### config.mk
export PLATFORM = sky130hd
export DESIGN_NAME = rs485_autodir
export DESIGN_NICKNAME = d
export VERILOG_FILES = /design/src/rtl/rs485_autodir_pkg.sv /design/src/rtl/rs485_autodir_ctrl.sv /design/src/rtl/rs485_autodir_hold.sv /design/src/rtl/rs485_autodir.sv
export SDC_FILE = /design/constraint.sdc
export NUM_CORES = 1
export LEC_CHECK = 0
export ABC_AREA = 1
export BUFFER_PORTS_ARGS = -buffer_cell sky130_fd_sc_hd__buf_2
export CAP_MARGIN = 10
export CORE_ASPECT_RATIO = 0.75
export CORE_MARGIN = 5
export CORE_UTILIZATION = 35
export CTS_CLUSTER_SIZE = 12
export DETAILED_ROUTE_END_ITERATION = 8
export PLACE_DENSITY_LB_ADDON = 0.15
export SLEW_MARGIN = 25
export SYNTH_ARGS = -nofsm -noshare
export SYNTH_HDL_FRONTEND = slang
export SYNTH_SLANG_ARGS = --single-unit
### constraint.sdc
create_clock -name clk -period 2 [get_ports clk]
set_input_delay 0 -clock clk [delete_from_list [all_inputs] [get_ports clk]]
set_output_delay 0 -clock clk [all_outputs]
set_load 0.01 [all_outputs]
### src/rtl/rs485_autodir_pkg.sv
package rs485_autodir_pkg;
  localparam int CFG_W    = 32;
  localparam int EN_BIT   = 0;
  localparam int PIN_BIT  = 1;
  localparam int INV_BIT  = 2;
  localparam int HOLD_LSB = 8;
  localparam int HOLD_W   = 4;

  typedef struct packed {
    logic              en;
    logic              onRts;
    logic              invert;
    logic [HOLD_W-1:0] holdBits;
  } dirCfg_t;

  typedef struct packed {
    logic loadHold;
    logic cancelHold;
  } holdCmd_t;

  typedef enum logic [1:0] {ST_IDLE, ST_SEND, ST_HOLD} dirState_t;

  function automatic dirCfg_t decodeCfg(input logic [CFG_W-1:0] w);
    dirCfg_t c;
    c.en       = w[EN_BIT];
    c.onRts    = w[PIN_BIT];
    c.invert   = w[INV_BIT];
    c.holdBits = w[HOLD_LSB +: HOLD_W];
    return c;
  endfunction
endpackage

### src/rtl/rs485_autodir_ctrl.sv
module rs485_autodir_ctrl
  import rs485_autodir_pkg::*;
(
  input  logic             clk,
  input  logic             rstN,
  input  logic             cfgWe,
  input  logic [CFG_W-1:0] cfgData,
  input  logic             txBusy,
  input  logic             fifoNotEmpty,
  input  logic             holdDone,
  output holdCmd_t         cmd,
  output dirCfg_t          cfgAct,
  output logic             dirOn
);
  dirState_t state, stateNext;
  dirCfg_t   cfgStaged;
  logic      stagedValid;
  logic      pending;
  logic      idleNow;

  assign pending = txBusy | fifoNotEmpty;
  assign idleNow = (state == ST_IDLE) && !pending;
  assign dirOn   = (state != ST_IDLE);

  always_comb begin
    stateNext      = state;
    cmd.loadHold   = 1'b0;
    cmd.cancelHold = 1'b0;
    unique case (state)
      ST_IDLE: if (pending) stateNext = ST_SEND;
      ST_SEND: if (!pending) begin
        if (cfgAct.holdBits == '0) stateNext = ST_IDLE;
        else begin
          stateNext    = ST_HOLD;
          cmd.loadHold = 1'b1;
        end
      end
      ST_HOLD: if (pending) begin
        stateNext      = ST_SEND;
        cmd.cancelHold = 1'b1;
      end else if (holdDone) stateNext = ST_IDLE;
      default: stateNext = ST_IDLE;
    endcase
  end

  always_ff @(posedge clk or negedge rstN) begin
    if (!rstN) begin
      state       <= ST_IDLE;
      cfgAct      <= '0;
      cfgStaged   <= '0;
      stagedValid <= 1'b0;
    end else begin
      state <= stateNext;
      if (cfgWe) begin
        cfgStaged   <= decodeCfg(cfgData);
        stagedValid <= 1'b1;
      end
      if (idleNow) begin
        if (cfgWe) begin
          cfgAct      <= decodeCfg(cfgData);
          stagedValid <= 1'b0;
        end else if (stagedValid) begin
          cfgAct      <= cfgStaged;
          stagedValid <= 1'b0;
        end
      end
    end
  end

  a_r2_assert_on_pending: assert property (@(posedge clk) disable iff (!rstN)
    pending |=> dirOn);
  a_r5_zero_hold_release: assert property (@(posedge clk) disable iff (!rstN)
    (state == ST_SEND && !pending && cfgAct.holdBits == '0) |=> !dirOn);
  a_r6_cancel_to_send: assert property (@(posedge clk) disable iff (!rstN)
    (state == ST_HOLD && pending) |=> (state == ST_SEND));
  a_r7_cfg_frozen: assert property (@(posedge clk) disable iff (!rstN)
    (dirOn || pending) |=> $stable(cfgAct));
endmodule

### src/rtl/rs485_autodir_hold.sv
module rs485_autodir_hold
  import rs485_autodir_pkg::*;
#(
  parameter int OVS_HI = 16,
  parameter int OVS_LO = 8
) (
  input  logic              clk,
  input  logic              rstN,
  input  holdCmd_t          cmd,
  input  logic [HOLD_W-1:0] holdBits,
  input  logic              sampleTick,
  input  logic              sel8x,
  output logic              holdDone
);
  localparam int TW = $clog2(OVS_HI);
  localparam logic [TW-1:0] LAST_HI = TW'(OVS_HI - 1);
  localparam logic [TW-1:0] LAST_LO = TW'(OVS_LO - 1);

  logic [HOLD_W-1:0] remBits;
  logic [TW-1:0]     tickCnt;
  logic              running;
  logic              lastTick;

  assign lastTick = sampleTick && (tickCnt == (sel8x ? LAST_LO : LAST_HI));
  assign holdDone = running && lastTick && (remBits == HOLD_W'(1));

  always_ff @(posedge clk or negedge rstN) begin
    if (!rstN) begin
      remBits <= '0;
      tickCnt <= '0;
      running <= 1'b0;
    end else if (cmd.cancelHold) begin
      running <= 1'b0;
      tickCnt <= '0;
      remBits <= '0;
    end else if (cmd.loadHold) begin
      running <= (holdBits != '0);
      remBits <= holdBits;
      tickCnt <= '0;
    end else if (running && sampleTick) begin
      if (lastTick) begin
        tickCnt <= '0;
        remBits <= remBits - 1'b1;
        if (remBits == HOLD_W'(1)) running <= 1'b0;
      end else begin
        tickCnt <= tickCnt + 1'b1;
      end
    end
  end

  a_r5_rem_live: assert property (@(posedge clk) disable iff (!rstN)
    running |-> (remBits != '0));
  a_r6_cancel_clears: assert property (@(posedge clk) disable iff (!rstN)
    cmd.cancelHold |=> !running);
endmodule

### src/rtl/rs485_autodir.sv
module rs485_autodir
  import rs485_autodir_pkg::*;
#(
  parameter int OVS_HI = 16,
  parameter int OVS_LO = 8
) (
  input  logic        clk,
  input  logic        rstN,
  input  logic        cfgWe,
  input  logic [31:0] cfgData,
  input  logic        txBusy,
  input  logic        fifoNotEmpty,
  input  logic        sampleTick,
  input  logic        sel8x,
  input  logic        modemRts,
  output logic        rtsPin,
  output logic        dePin
);
  holdCmd_t cmd;
  dirCfg_t  cfgAct;
  logic     dirOn;
  logic     holdDone;
  logic     lvl;

  rs485_autodir_ctrl u_ctrl (
    .clk(clk), .rstN(rstN), .cfgWe(cfgWe), .cfgData(cfgData),
    .txBusy(txBusy), .fifoNotEmpty(fifoNotEmpty), .holdDone(holdDone),
    .cmd(cmd), .cfgAct(cfgAct), .dirOn(dirOn)
  );

  rs485_autodir_hold #(.OVS_HI(OVS_HI), .OVS_LO(OVS_LO)) u_hold (
    .clk(clk), .rstN(rstN), .cmd(cmd), .holdBits(cfgAct.holdBits),
    .sampleTick(sampleTick), .sel8x(sel8x), .holdDone(holdDone)
  );

  assign lvl    = dirOn ^ cfgAct.invert;
  assign rtsPin = (cfgAct.en && cfgAct.onRts) ? lvl : modemRts;
  assign dePin  = (cfgAct.en && !cfgAct.onRts) ? lvl : 1'b0;
endmodule

* After elaboration in Yosys (flattened, before gate mapping)
Index checks and enable logic that the tools add are counted.
W data, S select, Z words.
** Word-level totals
- Bits of input ports :: 40
- Bits in registers :: 26
- Word-level logic and storage cells :: 78
- Output and inout bits :: 2
** Cells by class
- Bitwise logic cells :: 2
- Reductions and logical operators :: 21
- Equality and inequality tests :: 7
- Add/subtract/negate cells :: 2
- Mux-type cells :: 33
** Operators with widths (number)
- $mux W4 :: 9
- $mux W1 :: 16
- $mux W7 :: 2
- $mux W2 :: 5
- $reduce_bool A3 Y1 :: 3
- $logic_and A1 B1 Y1 :: 7
- $pmux W2 S3 :: 1
- $reduce_and A3 Y1 :: 2
- $add A4 B1 Y4 const B :: 1
- $eq A4 B1 Y1 const B :: 1
- $eq A4 B4 Y1 :: 1
- $logic_not A4 Y1 :: 1
- $reduce_and A2 Y1 :: 2
- $reduce_bool A2 Y1 :: 2
- $reduce_bool A4 Y1 :: 1
- $sub A4 B1 Y4 const B :: 1
- $ne A3 B2 Y1 const B :: 1
- $eq A2 B1 Y1 const B :: 1
- $eq A2 B2 Y1 const B :: 1
- $logic_not A1 Y1 :: 2
- $logic_not A2 Y1 :: 1
- $ne A2 B1 Y1 const B :: 1
- $ne A2 B2 Y1 const B :: 1
- $or A1 B1 Y1 :: 1
- $xor A1 B1 Y1 :: 1

* Longest topological paths before layout
Gate-level depths: netlist of run 1.
- Depth after elaboration :: 8
- Depth in mapped cells :: 9
- Mapped depth without buffers :: 9

* By module
Synthesis of run 1 repeated with hierarchy kept, for this count alone.
** Second synthesis, totals
- Cell total of the unflattened synthesis :: 174
- Area, all modules :: 1365.1 µm²
** By module, submodules not included
- rs485_autodir_ctrl :: area an instance 738.2 µm², seq. area each 425.4 µm², instances 1, cells an instance 83
- rs485_autodir_hold :: area an instance 571.8 µm², seq. area each 225.2 µm², instances 1, cells an instance 78
- rs485_autodir :: area an instance 55.1 µm², seq. area each 0.0 µm², instances 1, cells an instance 13

* Worst setup path before layout of run 1
Ideal clock, no wire load.
- Path kind :: reg-to-reg
- Start :: register u_ctrl.state[0]
- End :: register, netlist name u_ctrl.cfgAct[0]
- Arrival time :: 1.161 ns
- Cell stages (with the launch flop) :: 5
- Required time :: 1.875 ns
- Setup time :: 0.125 ns
- Path slack :: 0.714 ns
- Clock period less this slack :: 1.286 ns
- Buffers on the path :: 0
- Path through :: dfrtp_1 > nor2_2 > nand2_1 > nor2_4 > mux2_2
** Between the ends
- Longest elaborated chain between the ends :: 3
** RTL lines
- from (decl) :: line rs485_autodir_ctrl.sv:15 : dirState_t state, stateNext;
- from (signal assigned) :: line rs485_autodir_ctrl.sv:53 : state <= stateNext;
- $logic_not A2 Y1 :: line rs485_autodir_ctrl.sv:22 : assign idleNow = (state == ST_IDLE) && !pending;
- $logic_and A1 B1 Y1 :: line rs485_autodir_ctrl.sv:22
- $reduce_and A2 Y1 (no line)
No other way between the ends.
A chain may end at the register's enable or synchronous reset.

* Worst setup path in the final report of run 1
- Start :: register u_ctrl.state[0]
- End :: register, netlist name u_ctrl.cfgAct[3]
** Between the ends
- Longest elaborated chain between the ends :: 3
** RTL lines (line)
- $logic_not A2 Y1 :: rs485_autodir_ctrl.sv:22
- $logic_and A1 B1 Y1 :: rs485_autodir_ctrl.sv:22
- $reduce_and A2 Y1 (no line)
No other way between the ends.

==> impl_metrics.env, run 1 <==
export IMPL_status="completed"
export IMPL_worstHoldEndpoint="u_ctrl.state[0]"
export IMPL_detail_route_antenna_nets=0
export IMPL_yosysSeqAreaShare=0.487
export IMPL_min_delay_path_depth=3
export IMPL_required_ns=2.15
export IMPL_cp_data_arrival_time_ns=1.58
export IMPL_critPathTopFamily="simple AND/OR/NAND/NOR gates"
export IMPL_timing_fmax_mhz=699
export IMPL_grt_max_degree=27
export IMPL_fp_row_count=19
export IMPL_final_cells=235
export IMPL_cts_buffers=3
export IMPL_ios=42
export IMPL_htreeDepth=1
export IMPL_report_final_setup_viol=0
export IMPL_p_clk_frac=0.172
export IMPL_io_buffers=16
export IMPL_p_leak_nw=0.826
export IMPL_reg2reg_to="u_ctrl.cfgAct[3]"
export IMPL_slowest_stage="dfrtp_1"
export IMPL_layout_commonest_cell="nand2_1"
export IMPL_ir_drop_mv=0.507
export IMPL_grt_pass1_vias=1096
export IMPL_final_cell_mix="nand2_1, dfrtp_1, inv_1, buf_2, nand3_1"
export IMPL_crit_chain="nor2_2 > nand2_1 > nor2_4 > mux2_2"
export IMPL_grt_pass1_wl_um=4740
export IMPL_die_area_um2=5160
export IMPL_relSlewSlack=0.612
export IMPL_synth_avg_cell_area_um2=8.50
export IMPL_dp_hpwl_um=1940
export IMPL_cap_violations=0
export IMPL_rsz0062_at_grt="false"
export IMPL_placed_area_um2=1480
export IMPL_drive_above_1_share=0.202
export IMPL_clock_sinks=26
export IMPL_max_stage_delay_ns=0.43
export IMPL_p_per_area_nw_per_um2=1040
export IMPL_fp_dieW_um=81.3
export IMPL_ys_warn_count=0
export IMPL_clkLatencyLatePin_ns=0.27
export IMPL_fin_setup_tns_ns=0
export IMPL_first_pass_iters=6
export IMPL_r2r_slack_ns=0.57
export IMPL_dp_cells=224
export IMPL_critPathKind="register to register"
export IMPL_synth_seq_cells=26
export IMPL_remaining_drc_errors=0
export IMPL_worstRegToRegCells=4
export IMPL_pwr_share_comb=0.352
export IMPL_drtIter0Drc=29
export IMPL_area_growth_pct=19.6
export IMPL_avgRoutedWirePerCell_um=11.0
export IMPL_worst_clock_skew_ns=0.00605
export IMPL_clk_pin_slew_ns=0.08
export IMPL_p_switching_w=0.000588
export IMPL_sw_frac_of_total=0.355
export IMPL_end_kind="register"
export IMPL_antenna_found_initial=0
export IMPL_cts_tree="yes"
export IMPL_core_um2=3660
export IMPL_ctsResizeCount=0
export IMPL_via_count=1049
export IMPL_clockBufferDepth=2
export IMPL_drv_slew=0
export IMPL_hp_class="input pin to register"
export IMPL_rr_startpoint="u_ctrl.state[0]"
export IMPL_period_share=0.715
export IMPL_grt_use_total=0.117
export IMPL_power_frac_seq=0.476
export IMPL_clock_root_buffer="clkbuf_8"
export IMPL_overflow=0
export IMPL_wl_um=2580
export IMPL_hold_start="txBusy"
export IMPL_layout_nets=228
export IMPL_path_max_fanout=9
export IMPL_viasPerCell=4.46
export IMPL_internal_power_w=0.00107
export IMPL_stdcell_area_um2=1600
export IMPL_start_util=0.365
export IMPL_hold_viol_final=0
export IMPL_antenna_cells=0
export IMPL_die_height_um=63.5
export IMPL_synthesis_area_um2=1340
export IMPL_critPathLaunchType="register"
export IMPL_yosysUniqueCellTypes=26
export IMPL_synth_nets=200
export IMPL_tightestPinTransition_ns=0.582
export IMPL_min_period_ns=1.43
export IMPL_synthCells=157
export IMPL_place_congestion=0.793
export IMPL_critPathBufInv=0
## cell type report
type	count	area, um2
flip-flops and latches	26	651
inverters	20	77.6
fillers	370	2060
repair buffers	24	160
multi-input cells	110	602
clock buffers	3	41.3
well taps	52	65.1
## worst reg2reg max path, delay by kind of cell, from the launching register on
kind          cells  cell delay [ns]
mux               1             0.37
simple gates      3             0.51
flops             1             0.43
## kinds of logic after synthesis
| logic type | Yosys count | synth area share |
|---|---|---|
| and+or+nand+nor | 86 | 0.311 |
| DFF | 26 | 0.487 |
| buffers and inverters | 21 | 0.0618 |
| AOI/OAI and AO/OA | 14 | 0.0562 |
| muxes | 5 | 0.0422 |
| adders and majority gates | 3 | 0.0281 |
| xor gates and xnor gates | 2 | 0.0131 |
## worst max path at each step
stage	from	end	slack, ns	cells after the start
4_1_cts	u_ctrl.state[0]	u_ctrl.cfgAct[3]	0.55	4
3_5_place_dp	u_ctrl.state[0]	u_ctrl.cfgAct[4]	0.57	4
5_1_grt	u_ctrl.state[0]	u_ctrl.cfgAct[3]	0.43	4
2_1_floorplan	u_ctrl.state[0]	u_ctrl.cfgAct[0]	0.71	4
6_report	u_ctrl.state[0]	u_ctrl.cfgAct[3]	0.57	4
3_3_place_gp	u_ctrl.state[0]	u_ctrl.cfgAct[0]	0.62	4
## sequential cells by signal (all words and copies together) (netlist names)
name                count
u_ctrl.state            2
u_hold.tickCnt          4
u_ctrl.cfgStaged        7
u_hold.running          1
u_ctrl.stagedValid      1
u_ctrl.cfgAct           7
u_hold.remBits          4
## layer usage
| layer | track usage | routed length [um] | vias up |
|---|---|---|---|
| met1 | 0.143 | 1230 | 490 |
| met5 | 0 | 0 | - |
| met3 | 0.0342 | 82 | 2 |
| met2 | 0.200 | 1240 | 8 |
| met4 | 0.0253 | 18 | 0 |
| li1 | - | - | 549 |
## stage by stage
step / worst slack (ns) / utilization / total power (W) / hold WS, ns
6_report: 0.570 / 0.436 / 0.00166 / 0.0147
4_1_cts: 0.551 / 0.436 / 0.00168 / 0.0121
2_1_floorplan: 0.714 / - / 0.00123 / -0.296
3_5_place_dp: 0.569 / 0.403 / 0.00138 / 0.0417
5_1_grt: 0.428 / 0.436 / 0.00182 / 0.0430
3_3_place_gp: 0.623 / 0.403 / 0.00135 / 0.0358
## cells in the mapped netlist (all sizes together)
master  instances  area share
nand2          58        0.18
dfrtp          26        0.49
inv            20       0.058
nor2           12       0.051
nand3          11       0.060
o21ai           7       0.026
mux2            5       0.042
a21oi           4       0.015
ha              3       0.028
nand4           2      0.0094
nor3            2      0.0075
a31oi           1      0.0047
buf             1      0.0037
nor3b           1      0.0056
o22ai           1      0.0047
o31ai           1      0.0056
xnor2           1      0.0066
xor2            1      0.0066
## power groups by stage
stage                     registers, W  logic, W  clock network, W
final                         0.000789  0.000583          0.000285
after global routing          0.000814  0.000687          0.000320
after CTS                     0.000792  0.000591          0.000301
after detailed placement      0.000803  0.000575                 0
after global placement        0.000793  0.000561                 0
after floorplan               0.000775  0.000458                 0
## what timing repair did
action / CTS / global route
endpoints found under the hold margin: 33 / 0
hold buffers: 8 / 0
setup buffers: 0 / 0
No activity file was read; power rests on OpenSTA's default activity.
==> run 2, diff against run 1 <==
- clock period: 2 -> 1.21 ns (I/O delays scaled with it)
==> run 2 against run 1 <==
Sequential share of layout area down 4.1 points. The flow now finishes with violations (setup timing). Largest cell class is now multi-input combinational cells. Die area stayed put. Clock skew fell by 0.0038 ns. First-iteration DRC count is 52% higher. Critical endpoint unchanged.
==> impl_metrics.env, run 2 (synthesis results as in run 1) <==
export IMPL_die_area_um2=5160
export IMPL_drive_above_1_share=0.313
export IMPL_sw_frac_of_total=0.353
export IMPL_clk_pin_slew_ns=0.08
export IMPL_clock_root_buffer="clkbuf_8"
export IMPL_first_pass_iters=4
export IMPL_cts_tree="yes"
export IMPL_tightestPinTransition_ns=0.585
export IMPL_fin_setup_tns_ns=-1.61
export IMPL_fill_cells=362
export IMPL_core_um2=3660
export IMPL_top_regs="u_ctrl.cfgAct: 7 flops, u_ctrl.cfgStaged: 7 flops"
export IMPL_p_leak_nw=0.914
export IMPL_cts_buffers=3
export IMPL_report_final_setup_viol=16
export IMPL_clock_sinks=26
export IMPL_grt_pass1_vias=1108
export IMPL_area_growth_pct=33.0
export IMPL_detail_route_antenna_nets=0
export IMPL_violations="setup timing"
export IMPL_clkLatencyLatePin_ns=0.26
export IMPL_worstRegToRegCells=4
export IMPL_dp_cells=235
export IMPL_ios=42
export IMPL_timing_fmax_mhz=729
export IMPL_viasPerCell=4.36
export IMPL_internal_power_w=0.00195
export IMPL_fin_util=0.485
export IMPL_cp_data_arrival_time_ns=1.52
export IMPL_relSlewSlack=0.610
export IMPL_path_max_fanout=7
export IMPL_fp_dieW_um=81.3
export IMPL_clockBufferDepth=2
export IMPL_p_switching_w=0.00107
export IMPL_avgRoutedWirePerCell_um=10.7
export IMPL_antenna_cells=0
export IMPL_p_per_area_nw_per_um2=1700
export IMPL_cap_violations=0
export IMPL_min_period_ns=1.37
export IMPL_p_clk_frac=0.154
export IMPL_via_count=1090
export IMPL_io_buffers=16
export IMPL_fp_row_count=19
export IMPL_antenna_found_initial=0
export IMPL_overflow=0
export IMPL_htreeDepth=1
export IMPL_drv_slew=0
export IMPL_hp_class="input pin to register"
export IMPL_power_frac_seq=0.436
export IMPL_fin_ws_ns=-0.162
export IMPL_wl_um=2670
export IMPL_die_height_um=63.5
export IMPL_hold_viol_final=0
export IMPL_critPathLaunchType="register"
export IMPL_holdWs_ns=0.0542
export IMPL_required_ns=1.36
export IMPL_start_util=0.365
export IMPL_worst_clock_skew_ns=0.00222
export IMPL_dp_hpwl_um=2000
export IMPL_grt_max_degree=27
export IMPL_remaining_drc_errors=0
export IMPL_period_share=1.13
export IMPL_place_congestion=0.805
export IMPL_layout_commonest_cell="nand2_1"
export IMPL_status="finished, violations left"
export IMPL_ir_drop_mv=0.999
export IMPL_grt_use_total=0.117
export IMPL_dp_slack_ns=-0.109
export IMPL_critPathKind="register to register"
export IMPL_min_delay_path_depth=3
export IMPL_pwr_share_comb=0.410
export IMPL_end_kind="register"
export IMPL_final_cell_mix="nand2_1, dfrtp_1, inv_1, buf_2, buf_4"
export IMPL_rsz0062_at_grt="true"
export IMPL_grt_pass1_wl_um=4800
export IMPL_layout_nets=243
export IMPL_drtIter0Drc=44
export IMPL_final_cells=250
==> run 2: worst paths after layout <==
check / from / endpoint / slack (ns)
worst max-delay path: u_ctrl.state[1] / u_ctrl.cfgAct[3] / -0.16
worst max register to register: u_ctrl.state[1] / u_ctrl.cfgAct[3] / -0.16
min in group asynchronous: rstN / u_ctrl.cfgStaged[2] / 0.29
worst min register to register: u_ctrl.cfgStaged[0] / u_ctrl.cfgStaged[0] / 0.47
max in group asynchronous: rstN / u_ctrl.stagedValid / 0.53
worst min-delay path: txBusy / u_ctrl.state[0] / 0.05
==> run 2: timing repair <==
action / in CTS / in global routing
endpoints found under the hold margin: 33 / 0
hold buffers: 8 / 0
setup buffers: 1 / 3
setup endpoints to repair: 15 / 18
pin swaps: 1 / 3
resized for setup: 5 / 11
==> run 2: metrics by stage <==
step | cell area (um2) | power (W)
after global placement | 1560 | 0.00236
after detailed placement | 1560 | 0.00240
after global routing | 1780 | 0.00328
final | 1780 | 0.00302
after CTS | 1700 | 0.00293
after floorplan | 1340 | 0.00204
==> run 2: worst max-delay path, cell delays in order (launching register included) <==
cell,delay [ns]
dfrtp_1,0.43
nor2_2,0.15
nand2_1,0.10
nor2_4,0.22
mux2_2,0.36
==> run 2: cell type report <==
| class | instances | area, um2 | area share |
|---|---|---|---|
| timing repair buffer | 39 | 284 | 0.160 |
| tap | 52 | 65.1 | 0.0366 |
| sequential | 26 | 651 | 0.366 |
| inverter | 20 | 77.6 | 0.0437 |
| clock buffer | 3 | 41.3 | 0.0233 |
| multi-input combinational | 110 | 657 | 0.370 |
==> run 2: power groups by stage <==
stage	registers [W]	clock network, W	logic [W]
finish	0.00132	0.000465	0.00124
global route	0.00136	0.000520	0.00141
CTS	0.00130	0.000493	0.00113
detailed placement	0.00132	0	0.00109
global placement	0.00130	0	0.00105
floorplan	0.00128	0	0.000758
==> run 2: per-layer routing <==
metal  GRT usage  wire length [um]  vias up  share of wire
li1            -                 -      581              -
met1       0.153              1280      498           0.48
met2       0.194              1300        9           0.49
met3      0.0342                81        2          0.030
met4      0.0190                12        0         0.0045
met5           0                 0        -              0
==> run 3, diff against run 2 <==
- CORE_MARGIN: 5 -> not set
- clock period: 1.21 -> 1.25 ns (I/O delays scaled with it)
==> run 3 against run 2 <==
The run still ends with setup timing left. Global-route usage increased by 3.9 points. Setup slack improved by 0.065 ns. Total power rose by 5.2%. Critical endpoint is now rtsPin.
==> impl_metrics.env, run 3 (synthesis results as in run 1) <==
export IMPL_detail_route_antenna_nets=0
export IMPL_clockBufferDepth=2
export IMPL_via_count=1109
export IMPL_p_switching_w=0.00108
export IMPL_remaining_drc_errors=0
export IMPL_cts_tree="yes"
export IMPL_dp_cells=235
export IMPL_clk_pin_slew_ns=0.09
export IMPL_worst_clock_skew_ns=0.00574
export IMPL_period_share=1.08
export IMPL_path_max_fanout=4
export IMPL_final_cells=251
export IMPL_drtIter0Drc=51
export IMPL_fin_ws_ns=-0.0970
export IMPL_clock_root_buffer="clkbuf_8"
export IMPL_pwr_share_comb=0.379
export IMPL_cts_buffers=3
export IMPL_fin_setup_tns_ns=-0.896
export IMPL_violations="setup timing"
export IMPL_required_ns=1.25
export IMPL_first_pass_iters=4
export IMPL_clock_sinks=26
export IMPL_antenna_cells=0
export IMPL_antenna_found_initial=0
export IMPL_critPathLaunchType="register"
export IMPL_clkLatencyLatePin_ns=0.27
export IMPL_place_congestion=0.784
export IMPL_io_buffers=16
export IMPL_p_leak_nw=0.908
export IMPL_p_per_area_nw_per_um2=1770
export IMPL_cp_data_arrival_time_ns=1.35
export IMPL_stdcell_area_um2=1800
export IMPL_start_util=0.365
export IMPL_viasPerCell=4.42
export IMPL_die_height_um=55.5
export IMPL_timing_fmax_mhz=742
export IMPL_hp_class="input pin to register"
export IMPL_overflow=0
export IMPL_fp_row_count=19
export IMPL_cap_violations=0
export IMPL_die_area_um2=4070
export IMPL_dp_hpwl_um=1870
export IMPL_tightestPinTransition_ns=0.593
export IMPL_avgRoutedWirePerCell_um=10.7
export IMPL_critPathLaunch="u_ctrl.state[1]"
export IMPL_status="finished, violations left"
export IMPL_layout_commonest_cell="nand2_1"
export IMPL_dp_slack_ns=-0.0805
export IMPL_core_um2=3660
export IMPL_hold_start="txBusy"
export IMPL_top_regs="u_ctrl.cfgAct: 7 flops, u_ctrl.cfgStaged: 7 flops"
export IMPL_min_period_ns=1.35
export IMPL_wl_um=2700
export IMPL_rr_startpoint="u_ctrl.state[1]"
export IMPL_grt_pass1_vias=1120
export IMPL_relSlewSlack=0.605
export IMPL_sw_frac_of_total=0.341
export IMPL_hold_viol_final=0
export IMPL_power_frac_seq=0.403
export IMPL_grt_pass1_wl_um=4850
export IMPL_placed_area_um2=1560
export IMPL_drv_slew=0
export IMPL_final_cell_mix="nand2_1, dfrtp_1, inv_1, buf_2, buf_4"
export IMPL_area_growth_pct=34.8
export IMPL_holdWs_ns=0.0182
export IMPL_grt_max_degree=27
export IMPL_ir_drop_mv=0.885
export IMPL_report_final_setup_viol=15
export IMPL_layout_nets=243
export IMPL_fp_dieW_um=73.3
export IMPL_grt_use_total=0.157
export IMPL_end_kind="output port"
export IMPL_rsz0062_at_grt="true"
export IMPL_ios=42
export IMPL_critPathKind="register to output port"
export IMPL_drive_above_1_share=0.327
export IMPL_internal_power_w=0.00209
export IMPL_p_clk_frac=0.218
export IMPL_htreeDepth=1
[run 3: changes by cell type in the layout (fill, tap and decap cells not counted), moves of 2 or more]
cell | before | now
buf_6 | 3 | 1
nand2_1 | 52 | 48
nand2_2 | 4 | 7
nand3_1 | 9 | 7
nand3_2 | 0 | 2
o21ai_1 | 2 | 4
[run 3: worst max-delay path: stages (launching register included)]
cell and delay (ns):
dfrtp_1 0.43, nor2_2 0.14, buf_4 0.13, xor2_2 0.14, a31oi_1 0.09, buf_2 0.14
[run 3: final timing paths]
kind                                       end  slack [ns]  depth (start not counted)
max                                     rtsPin        -0.1                          5
min                            u_ctrl.state[0]        0.02                          3
max reg2reg                   u_ctrl.cfgAct[1]       -0.09                          4
min reg2reg                u_ctrl.cfgStaged[3]        0.47                          2
max in group asynchronous    u_hold.tickCnt[3]        0.60                          2
min in group asynchronous    u_hold.tickCnt[1]        0.25                          2
[run 3: cell type report]
type / count / area (um2)
Multi-Input combinational cell: 111 / 666
Timing Repair Buffer: 38 / 269
Sequential cell: 26 / 651
Tap cell: 52 / 65.1
Clock buffer: 3 / 41.3
Inverter: 20 / 77.6
Fill cell: 370 / 1860
Clock inverter: 1 / 30.0
[run 3: metal layers]
layer / up-vias / share of wire / routed length, um / track usage
met5: - / 0 / 0 / 0
li1: 582 / - / - / -
met2: 11 / 0.46 / 1230 / 0.247
met3: 2 / 0.027 / 74 / 0.0438
met4: 0 / 0.0063 / 17 / 0.0330
met1: 514 / 0.51 / 1370 / 0.216
[run 3: power groups by stage]
stage               clock [W]  combinational, W  sequential [W]
finish               0.000692           0.00120         0.00128
global route         0.000763           0.00138         0.00131
CTS                  0.000719           0.00117         0.00127
detailed placement          0           0.00104         0.00127
global placement            0           0.00102         0.00127
floorplan                   0          0.000733         0.00124
[run 3: timing repair]
action / in CTS / in global routing
hold buffers: 8 / 0
setup buffers: 2 / 1
gates resized for setup: 13 / 4
hold endpoints to repair: 33 / 0
gates cloned: 1 / 0
setup endpoints to repair: 14 / 17
pin swaps: 9 / 5
[run 3: per-stage QoR]
step / total power, W / util
CTS: 0.00316 / 0.485
finish: 0.00318 / 0.491
floorplan: 0.00197 / -
global route: 0.00346 / 0.491
global placement: 0.00229 / 0.425
detailed placement: 0.00232 / 0.425
